$ cat config.mk
export PLATFORM = sky130hd
export DESIGN_NAME = strided_rd_mover
export DESIGN_NICKNAME = d
export VERILOG_FILES = /design/src/rtl/rdm_pkg.sv /design/src/rtl/rdm_fifo.sv /design/src/rtl/rdm_burst_former.sv /design/src/rtl/strided_rd_mover.sv
export SDC_FILE = /design/constraint.sdc
export NUM_CORES = 2
export LEC_CHECK = 0
export BUFFER_PORTS_ARGS = -buffer_cell sky130_fd_sc_hd__buf_2
export CAP_MARGIN = 20
export CORE_ASPECT_RATIO = 0.7
export CORE_MARGIN = 4
export CORE_UTILIZATION = 52
export CTS_CLUSTER_DIAMETER = 150
export CTS_CLUSTER_SIZE = 25
export DETAILED_ROUTE_END_ITERATION = 16
export PLACE_DENSITY = 0.79
export SLEW_MARGIN = 20
export SYNTH_ARGS = -nofsm -noshare
export SYNTH_HDL_FRONTEND = slang
export SYNTH_HIERARCHICAL = 1
export SYNTH_SLANG_ARGS = --single-unit
$ cat constraint.sdc
create_clock -name clk -period 8.6 [get_ports clk]
set_input_delay 0.43 -clock clk [delete_from_list [all_inputs] [get_ports clk]]
set_output_delay 0.43 -clock clk [all_outputs]
set_load 0.02 [all_outputs]
$ cat src/rtl/rdm_pkg.sv
package rdm_pkg;

  typedef enum logic [0:0] {
    BF_COLLECT = 1'b0,
    BF_PEND    = 1'b1
  } bf_state_e;

endpackage

$ cat src/rtl/rdm_fifo.sv
module rdm_fifo #(
  parameter int W     = 8,
  parameter int DEPTH = 4
) (
  input  logic         clk,
  input  logic         rst_n,
  input  logic         wr_en,
  input  logic [W-1:0] wr_data,
  input  logic         rd_en,
  output logic [W-1:0] rd_data,
  output logic         full,
  output logic         empty
);
  localparam int IW = (DEPTH > 1) ? $clog2(DEPTH) : 1;
  localparam int NW = $clog2(DEPTH + 1);

  logic [W-1:0]  mem_q [DEPTH];
  logic [IW-1:0] wr_idx_q, wr_idx_d, rd_idx_q, rd_idx_d;
  logic [NW-1:0] fill_q, fill_d;
  logic          do_wr, do_rd;

  assign full    = (fill_q == NW'(DEPTH));
  assign empty   = (fill_q == '0);
  assign do_wr   = wr_en && !full;
  assign do_rd   = rd_en && !empty;
  assign rd_data = mem_q[rd_idx_q];

  always_comb begin
    wr_idx_d = wr_idx_q;
    rd_idx_d = rd_idx_q;
    fill_d   = fill_q;
    if (do_wr) begin
      wr_idx_d = (wr_idx_q == IW'(DEPTH - 1)) ? '0 : wr_idx_q + IW'(1);
    end
    if (do_rd) begin
      rd_idx_d = (rd_idx_q == IW'(DEPTH - 1)) ? '0 : rd_idx_q + IW'(1);
    end
    if (do_wr && !do_rd) begin
      fill_d = fill_q + NW'(1);
    end else if (do_rd && !do_wr) begin
      fill_d = fill_q - NW'(1);
    end
  end

  always_ff @(posedge clk or negedge rst_n) begin
    if (!rst_n) begin
      wr_idx_q <= '0;
      rd_idx_q <= '0;
      fill_q   <= '0;
    end else begin
      wr_idx_q <= wr_idx_d;
      rd_idx_q <= rd_idx_d;
      fill_q   <= fill_d;
    end
  end

  always_ff @(posedge clk) begin
    if (do_wr) begin
      mem_q[wr_idx_q] <= wr_data;
    end
  end

endmodule

$ cat src/rtl/rdm_burst_former.sv
module rdm_burst_former
  import rdm_pkg::*;
#(
  parameter int AW        = 32,
  parameter int MAX_BURST = 32,
  parameter int LENW      = $clog2(MAX_BURST + 1)
) (
  input  logic            clk,
  input  logic            rst_n,
  input  logic            in_valid,
  output logic            in_ready,
  input  logic [AW-1:0]   in_addr,
  input  logic            in_unit,
  input  logic            in_row_end,
  input  logic            in_desc_end,
  output logic            out_valid,
  input  logic            out_take,
  output logic [AW-1:0]   out_addr,
  output logic [LENW-1:0] out_len,
  output logic            out_last
);
  bf_state_e       st_q, st_d;
  logic [AW-1:0]   base_q, base_d;
  logic [LENW-1:0] cnt_q, cnt_d, cnt_inc;
  logic            last_q, last_d;
  logic            accept, close_now;

  assign in_ready  = (st_q == BF_COLLECT);
  assign accept    = in_valid && in_ready;
  assign cnt_inc   = cnt_q + LENW'(1);
  assign close_now = !in_unit || in_row_end || in_desc_end ||
                     (cnt_inc == LENW'(MAX_BURST));

  assign out_valid = (st_q == BF_PEND);
  assign out_addr  = base_q;
  assign out_len   = cnt_q;
  assign out_last  = last_q;

  always_comb begin
    st_d   = st_q;
    base_d = base_q;
    cnt_d  = cnt_q;
    last_d = last_q;
    if (accept) begin
      if (cnt_q == '0) begin
        base_d = in_addr;
      end
      cnt_d  = cnt_inc;
      last_d = in_desc_end;
      if (close_now) begin
        st_d = BF_PEND;
      end
    end
    if ((st_q == BF_PEND) && out_take) begin
      st_d  = BF_COLLECT;
      cnt_d = '0;
    end
  end

  always_ff @(posedge clk or negedge rst_n) begin
    if (!rst_n) begin
      st_q   <= BF_COLLECT;
      base_q <= '0;
      cnt_q  <= '0;
      last_q <= 1'b0;
    end else begin
      st_q   <= st_d;
      base_q <= base_d;
      cnt_q  <= cnt_d;
      last_q <= last_d;
    end
  end

endmodule

$ cat src/rtl/strided_rd_mover.sv
module strided_rd_mover #(
  parameter int EW        = 64,
  parameter int AW        = 32,
  parameter int MAX_BURST = 32,
  parameter int MAX_OUTST = 32
) (
  input  logic                             clk,
  input  logic                             rst_n,
  input  logic                             ag_valid,
  output logic                             ag_ready,
  input  logic [AW-1:0]                    ag_addr,
  input  logic                             ag_unit,
  input  logic                             ag_row_end,
  input  logic                             ag_desc_end,
  output logic                             mrq_valid,
  input  logic                             mrq_ready,
  output logic [AW-1:0]                    mrq_addr,
  output logic [$clog2(MAX_BURST+1)-1:0]   mrq_len,
  input  logic                             mrs_valid,
  output logic                             mrs_ready,
  input  logic [EW-1:0]                    mrs_data,
  output logic                             st_tvalid,
  input  logic                             st_tready,
  output logic [EW-1:0]                    st_tdata,
  output logic                             st_tlast
);
  localparam int LENW = $clog2(MAX_BURST + 1);
  localparam int CW   = $clog2(MAX_OUTST + 1);
  localparam int CW1  = CW + 1;
  localparam int TAGW = LENW + 1;
  localparam int DW   = EW + 1;

  if (!(EW == 32 || EW == 64 || EW == 128 || EW == 256 || EW == 512)) begin : g_bad_ew
    $error("element width must be 32, 64, 128, 256 or 512");
  end
  if (MAX_BURST > MAX_OUTST || MAX_BURST < 1) begin : g_bad_burst
    $error("MAX_BURST must lie between 1 and MAX_OUTST");
  end

  // burst forming
  logic            bf_valid, bf_take, bf_last;
  logic [AW-1:0]   bf_addr;
  logic [LENW-1:0] bf_len;

  rdm_burst_former #(
    .AW(AW), .MAX_BURST(MAX_BURST), .LENW(LENW)
  ) u_former (
    .clk(clk), .rst_n(rst_n),
    .in_valid(ag_valid), .in_ready(ag_ready), .in_addr(ag_addr),
    .in_unit(ag_unit), .in_row_end(ag_row_end), .in_desc_end(ag_desc_end),
    .out_valid(bf_valid), .out_take(bf_take),
    .out_addr(bf_addr), .out_len(bf_len), .out_last(bf_last)
  );

  // credit: beats requested and not yet sent on the stream
  logic [CW-1:0]  credit_q, credit_d;
  logic [CW1-1:0] credit_need;
  logic           tag_full, tag_empty;
  logic           req_fire, rsp_fire, out_fire;

  assign credit_need = CW1'(credit_q) + CW1'(bf_len);
  assign mrq_valid   = bf_valid && !tag_full && (credit_need <= CW1'(MAX_OUTST));
  assign mrq_addr    = bf_addr;
  assign mrq_len     = bf_len;
  assign req_fire    = mrq_valid && mrq_ready;
  assign bf_take     = req_fire;
  assign out_fire    = st_tvalid && st_tready;

  always_comb begin
    credit_d = credit_q;
    if (req_fire) begin
      credit_d = credit_d + CW'(bf_len);
    end
    if (out_fire) begin
      credit_d = credit_d - CW'(1);
    end
  end

  always_ff @(posedge clk or negedge rst_n) begin
    if (!rst_n) begin
      credit_q <= '0;
    end else begin
      credit_q <= credit_d;
    end
  end

  // per-request tags: length and descriptor-end flag
  logic [TAGW-1:0] tag_rd;
  logic [LENW-1:0] tag_len;
  logic            tag_last, tag_pop;

  rdm_fifo #(.W(TAGW), .DEPTH(MAX_OUTST)) u_tags (
    .clk(clk), .rst_n(rst_n),
    .wr_en(req_fire), .wr_data({bf_last, bf_len}),
    .rd_en(tag_pop), .rd_data(tag_rd),
    .full(tag_full), .empty(tag_empty)
  );

  assign tag_len  = tag_rd[LENW-1:0];
  assign tag_last = tag_rd[TAGW-1];

  // response beats
  logic [LENW-1:0] beat_q, beat_d;
  logic            final_beat;
  logic            df_full, df_empty;
  logic [DW-1:0]   df_rd;

  assign mrs_ready  = !df_full && !tag_empty;
  assign rsp_fire   = mrs_valid && mrs_ready;
  assign final_beat = ((beat_q + LENW'(1)) == tag_len);
  assign tag_pop    = rsp_fire && final_beat;

  always_comb begin
    beat_d = beat_q;
    if (rsp_fire) begin
      beat_d = final_beat ? '0 : beat_q + LENW'(1);
    end
  end

  always_ff @(posedge clk or negedge rst_n) begin
    if (!rst_n) begin
      beat_q <= '0;
    end else begin
      beat_q <= beat_d;
    end
  end

  rdm_fifo #(.W(DW), .DEPTH(MAX_OUTST)) u_data (
    .clk(clk), .rst_n(rst_n),
    .wr_en(rsp_fire), .wr_data({final_beat && tag_last, mrs_data}),
    .rd_en(out_fire), .rd_data(df_rd),
    .full(df_full), .empty(df_empty)
  );

  assign st_tvalid = !df_empty;
  assign st_tdata  = df_rd[EW-1:0];
  assign st_tlast  = df_rd[DW-1];

endmodule

After elaboration in Yosys (flattened, before gate mapping)
Memory sizes are Yosys's and may differ from the RTL's.
Cells that the tools add are included.

storage, ports and cells
  bits in registers = 84
  RAM bits = 2,304
  input port bits = 105
  output and inout bits = 107
  word-level logic and storage cells = 96
  memories kept = 2

cells by class
  add/sub/neg operators = 13
  magnitude comparators = 1
  equal/unequal tests = 8
  muxes and demuxes = 20
  bitwise operators = 1
  reductions and logical operators = 39

memories
  name          depth  width  read ports  clocked after Yosys merged registers in  wr ports  line            source
  u_data.mem_q  32     65     1           0                                        1         rdm_fifo.sv:17  logic [W-1:0] mem_q [DEPTH];
  u_tags.mem_q  32     7      1           0                                        1         rdm_fifo.sv:17

operators with widths
  operator                                                                count
  6-bit 2-to-1 mux                                                        9
  6-bit by 1-bit adder with 6-bit output (second input constant)          4
  5-bit by 1-bit adder with 5-bit output (second input constant)          4
  5-bit == test (second input constant)                                   4
  5-bit 2-to-1 mux                                                        4
  6-bit == test (second input constant)                                   3
  1-bit logical AND                                                       18
  6-bit zero test                                                         3
  6-bit by 1-bit subtractor with 6-bit output (second input constant)     3
  1-bit zero test                                                         9
  2-bit nonzero test                                                      4
  6-bit by 6-bit adder with 7-bit output                                  1
  7-bit by 6-bit <= comparator with 1-bit output (second input constant)  1
  1-bit 2-to-1 mux                                                        7
  6-bit adder                                                             1
  6-bit == test                                                           1
  2-bit AND reduction                                                     2
  1-bit logical OR                                                        3
  1-bit NOT                                                               1

Depth between registers and ports, before layout
  depth after elaboration = 10
  mapped depth = 20
  mapped depth without buffers = 17

Cells and area by module
The synthesis kept the hierarchy.

by module, submodules not included
  module              times used  cells an instance  area each (µm²)  sequential area each (µm²)
  rdm_fifo at u_data  1           3,772              80,579.8         62,860.3
  rdm_fifo at u_tags  1           521                9,761.9          7,126.8
  rdm_burst_former    1           119                1,839.3          1,001.0
  strided_rd_mover    1           122                1,113.6          300.3

Worst setup path after synthesis
No wires, ideal clock.

  path kind = register -> register
  start point = register u_tags.fill_q[0]
  end point = memory u_data/mem_q[31][0] (netlist name), enable pin
  setup time = 0.489 ns
  arrival time = 4.530 ns
  data required time = 8.111 ns
  path slack = 3.582 ns
  cell stages (with the launch flop) = 10
  buffers on the path = 0
  period minus slack after synthesis = 5.018 ns
  path through = dfrtp_1 or4_4 nor3_1 nor2_1 nand2_1 inv_1 o31ai_4 inv_2 nand2_2 nor2_1

between the ends
  longest elaborated chain between the ends = 7

RTL lines
  what                                    line                     source
  start: declaration                      rdm_fifo.sv:19           logic [NW-1:0] fill_q, fill_d;
  start signal: assignment                rdm_fifo.sv:53           fill_q <= fill_d;
  6-bit zero test                         rdm_fifo.sv:23           assign empty = (fill_q == '0);
  net tag_empty                           strided_rd_mover.sv:58   logic tag_full, tag_empty;
  1-bit zero test                         strided_rd_mover.sv:108  assign mrs_ready = !df_full && !tag_empty;
  1-bit logical AND                       strided_rd_mover.sv:108
  net mrs_ready                           strided_rd_mover.sv:20   output logic mrs_ready,
  1-bit logical AND                       strided_rd_mover.sv:109  assign rsp_fire = mrs_valid && mrs_ready;
  net rsp_fire                            strided_rd_mover.sv:59   logic req_fire, rsp_fire, out_fire;
  1-bit logical AND                       rdm_fifo.sv:24           assign do_wr = wr_en && !full;
  net u_data.do_wr                        rdm_fifo.sv:20           logic do_wr, do_rd;
  1-bit 2-to-1 mux                        rdm_fifo.sv:58           if (do_wr) begin
  1-bit 2-to-1 mux (not written as such)  rdm_fifo.sv:59           mem_q[wr_idx_q] <= wr_data;
  end: declaration                        rdm_fifo.sv:17

The timed path passes the listed nets, and every way through them passes these cells.

Worst setup path in the final report
  start point = register u_tags.rd_idx_q[0]
  end point = register u_tags.fill_q[5]

between the ends
  longest elaborated chain between the ends = 7
  elaborated cells on any way between the ends = 9
  those cells by class = 1 x eq/ne; 1 x mux; 6 x reduce/logical; 1 x memory

RTL lines
  what                                                           line                     source
  start: declaration                                             rdm_fifo.sv:18           logic [IW-1:0] wr_idx_q, wr_idx_d, rd_idx_q, rd_idx_d;
  start signal: assignment                                       rdm_fifo.sv:52           rd_idx_q <= rd_idx_d;
  memory read 32 x 7 bit *                                       -
  net tag_rd[3]                                                  strided_rd_mover.sv:88   logic [TAGW-1:0] tag_rd;
  6-bit == test *                                                strided_rd_mover.sv:110  assign final_beat = ((beat_q + LENW'(1)) == tag_len);
  1-bit logical AND *                                            strided_rd_mover.sv:111  assign tag_pop = rsp_fire && final_beat;
  net tag_pop                                                    strided_rd_mover.sv:90   logic tag_last, tag_pop;
  1-bit logical AND *                                            rdm_fifo.sv:25           assign do_rd = rd_en && !empty;
  1-bit zero test                                                rdm_fifo.sv:38           if (do_wr && !do_rd) begin
  1-bit logical AND                                              rdm_fifo.sv:38
  6-bit 2-to-1 mux / 2-bit nonzero test (equally long branches)  -

Mark *: on every way through the listed nets, which the timed path passes. The rest lies on a longest branch.
A chain may end at the register's enable or synchronous reset.

==> metrics.yaml <==
power_and_ir_drop:
  p_sw_mw: 9.77
  p_sw_share_pct: 33.1
  power.share.combinational_pct: 32.4
  p_leak_nw: 31.9
  power_mw: 29.5
  max-vdd-ir-drop_mv: 0.300
  clkPwrFrac_pct: 19.6
  pwr-share-seq_pct: 48.0
  internal-power_mw: 19.8
  p_per_area_nw_per_um2: 295
worst_setup_path:
  crit_slowest_cell: "dfrtp_4"
  crit_type: "reg2reg"
  required_ns: 9.27
  r2r-start: "u_tags/rd_idx_q[0]"
  cp_data_arrival_time_ns: 6.27
  critPathTopFamily: "compound AO/OA/AOI/OAI gates"
  path_buf_inv: 2
  critPathMaxStageDelay_ns: 0.89
  critPathCaptureType: "register"
  crit_path_start_kind: "register"
  worstPathCellList: "buf_4 > mux4_2 > a22oi_1 > a22oi_1 > xor2_1 > xnor2_1 > nor2_1 > nand4_1 > nor2_1 > o31ai_4 > ha_1 > inv_1 > ha_1 > a211oi_1 > a21oi_1 > o21a_1 > nor3_1"
  crit_path_end: "u_tags/fill_q[5]"
  crit_cells: 17
  timing.reg2reg.setup_slack_ns: 3.00
  startpoint: "u_tags/rd_idx_q[0]"
  cp_max_fo: 37
  r2r-end: "u_tags/fill_q[5]"
  rr_worst_depth: 17
final_layout:
  multi_input_area_um2: 20500
  area_growth_pct: 7.48
  nets: 4908
  layout_common_cells: "2304 x edfxtp_1, 383 x mux4_2, 333 x mux2i_1"
  fin_cells: 7176
  final_common_cell: "edfxtp_1"
  fin_area_um2: 100000
  utilization_pct: 56.5
  nFillCells: 12600
  regArea_um2: 71300
  drive_gt1_share_pct: 21.6
logic_synthesis:
  syn_area_um2: 93300
  synthDistinctLibCells: 93
  synthesis.instances: 4534
  syn_nets: 4678
  synth_edf_count: 2304
  ys_warn_count: 6
  synth-seq-cells: 2388
  async_flop_share_pct: 3.52
  synth-main-ff-cell: "edfxtp_1"
  avgSynthCellArea_um2: 20.6
  yosysSeqAreaShare_pct: 76.4
timing:
  relSlewSlack_pct: 18.4
  max_freq_mhz: 178
  finalClockSkew_ns: 0.0663
  setup_tns_ns: 0
  setup_violations: 0
  rsz0062_at_grt: "false"
  min_period_ns: 5.60
  slew_viol_final: 0
  hold_viol: 0
  setup_slack_ns: 3.00
  fin_crit_sh_pct: 65.2
  whs_ns: 0.108
  worst_pin_slew_ns: 1.22
job:
  cap_violations: 0
grt:
  grt_max_degree: 126
  gr-total-overflow: 0
  grt_pass1_wl_um: 318000
  grt_antenna_before_repair: 23
  grt_pass1_vias: 46300
  grtUsageTotal_pct: 23.3
place:
  place_area_um2: 96800
  place_inst: 6974
  place_congestion: 0.827
  port_buffers: 211
  place_ws_ns: 3.09
  hpwlAfterDp_um: 122000
detailed_routing:
  drt_iter0_drc: 6790
  postRouteAntennaNets: 0
  post-route-drc-count: 0
  num_vias: 46900
  drt-total-wl_um: 219000
  wire_per_inst_um: 30.5
  viasPerCell: 6.54
  dr.pass1.iters: 6
floorplan:
  die_y_um: 362
  num_rows: 129
  dieArea_um2: 186000
  core_um2: 178000
  ios: 212
  start_util_pct: 52.5
  fp.dieW_um: 514
clock_tree:
  clkSinkCount: 2388
  cts.clk_slew.worst_paths_ns: 0.10
  clockBufferDepth: 3
  htreeDepth: 3
  cts_resized: 0
  cts_made_buffers: 106
  clk_latency_ns: 0.80
  cts_tree: "yes"
  root_buffer: "clkbuf_16"
outcome:
  status: "complete, no violations"
hold_path:
  hold_class: "in2async"
layer usage:
layer  track usage, %  wire length [um]  share of wire (%)
met1             35.2             85900                 39
met2             33.8             97100                 44
met3             6.70             30700                 14
met4             5.50              5350                2.4
met5                0                29              0.013
power groups by stage:
| stage | Sequential, mW | Combinational [mW] | Clock [mW] |
|---|---|---|---|
| floorplan | 14.2 | 6.88 | 0 |
| global placement | 14.4 | 9.36 | 0 |
| detailed placement | 14.4 | 9.51 | 0 |
| CTS | 14.2 | 9.57 | 5.86 |
| global route | 14.3 | 10.1 | 6.33 |
| finish | 14.2 | 9.58 | 5.78 |
how the worst min path moves through the flow:
stage,slack [ns],endpoint,from
after global routing,0.09,u_data/mem_q[10][33],mrs_data[33]
after global placement,0.37,u_former/out_len[1],rst_n
final,0.11,u_former/out_last,rst_n
after detailed placement,0.38,u_former/out_len[1],rst_n
after CTS,0.03,u_former/out_valid,ag_unit
after floorplan,0.13,beat_q[0],rst_n
timing repair:
item                                    4_1_cts  5_1_grt
hold endpoints to repair                     59        0
endpoints found under the setup margin        0        0
hold buffers                                 37        0
buffers inserted                              0        0
logic make-up after synthesis:
family | after synthesis | share of synthesized area [%]
flip-flops | 2388 | 76.4
multiplexers | 833 | 14.5
AND/OR/NAND/NOR | 565 | 3.10
AO/OA/AOI/OAI | 422 | 3.32
buffers and inverters | 258 | 1.89
adder cells (fa/ha/maj) | 39 | 0.547
XOR/XNOR | 29 | 0.287
worst register-to-register path: cells and delay by family (launching register included):
family / cells / cell delay, ns
compound gates: 6 / 1.20
simple gates: 4 / 1.01
flops: 1 / 0.89
buf+inv: 2 / 0.88
mux: 1 / 0.60
fa+ha+maj: 2 / 0.60
xor+xnor: 2 / 0.30
area by class of cell:
| class | instances | area share [%] |
|---|---|---|
| Antenna cell | 7 | 0.0175 |
| Clock buffer | 149 | 2.87 |
| Clock inverter | 6 | 0.136 |
| Inverter | 28 | 0.105 |
| Multi-Input combinational cell | 1888 | 20.5 |
| Sequential cell | 2388 | 71.1 |
| Tap cell | 2358 | 2.94 |
| Timing Repair Buffer | 352 | 2.33 |
registers in the layout (all words and copies together), names as in the netlist, 6 cells and up:
register	count
credit_q	6
u_tags/mem_q	224
u_data/fill_q	6
u_former/out_len	6
beat_q	6
u_former/out_addr	32
u_data/mem_q	2080
u_tags/fill_q	6
cells in the mapped netlist (6+ instances only):
cell,instances,area [um2]
a211oi_1,10,75.1
a21oi_1,23,115
a22oi_1,92,691
buf_12,6,120
buf_2,80,400
buf_4,45,338
buf_6,36,405
buf_8,10,150
clkbuf_1,42,158
dfrtp_1,84,2100
edfxtp_1,2304,69200
ha_1,36,450
inv_1,25,93.8
mux2_2,80,901
mux2_4,30,450
mux2i_1,333,3330
mux4_1,6,158
mux4_2,383,8630
nand2_1,152,571
nand3_1,55,275
nand3b_1,13,97.6
nor2_1,169,634
nor2b_1,11,68.8
nor3_1,63,315
nor4_1,20,125
nor4_2,21,263
o211ai_1,38,285
o21ai_0,42,210
o21ai_1,14,70.1
o221ai_1,8,70.1
o22a_1,73,639
o22ai_1,87,544
or3_1,7,43.8
xnor2_1,15,131
xor2_1,13,114
Power figures use the tool's default switching activity.
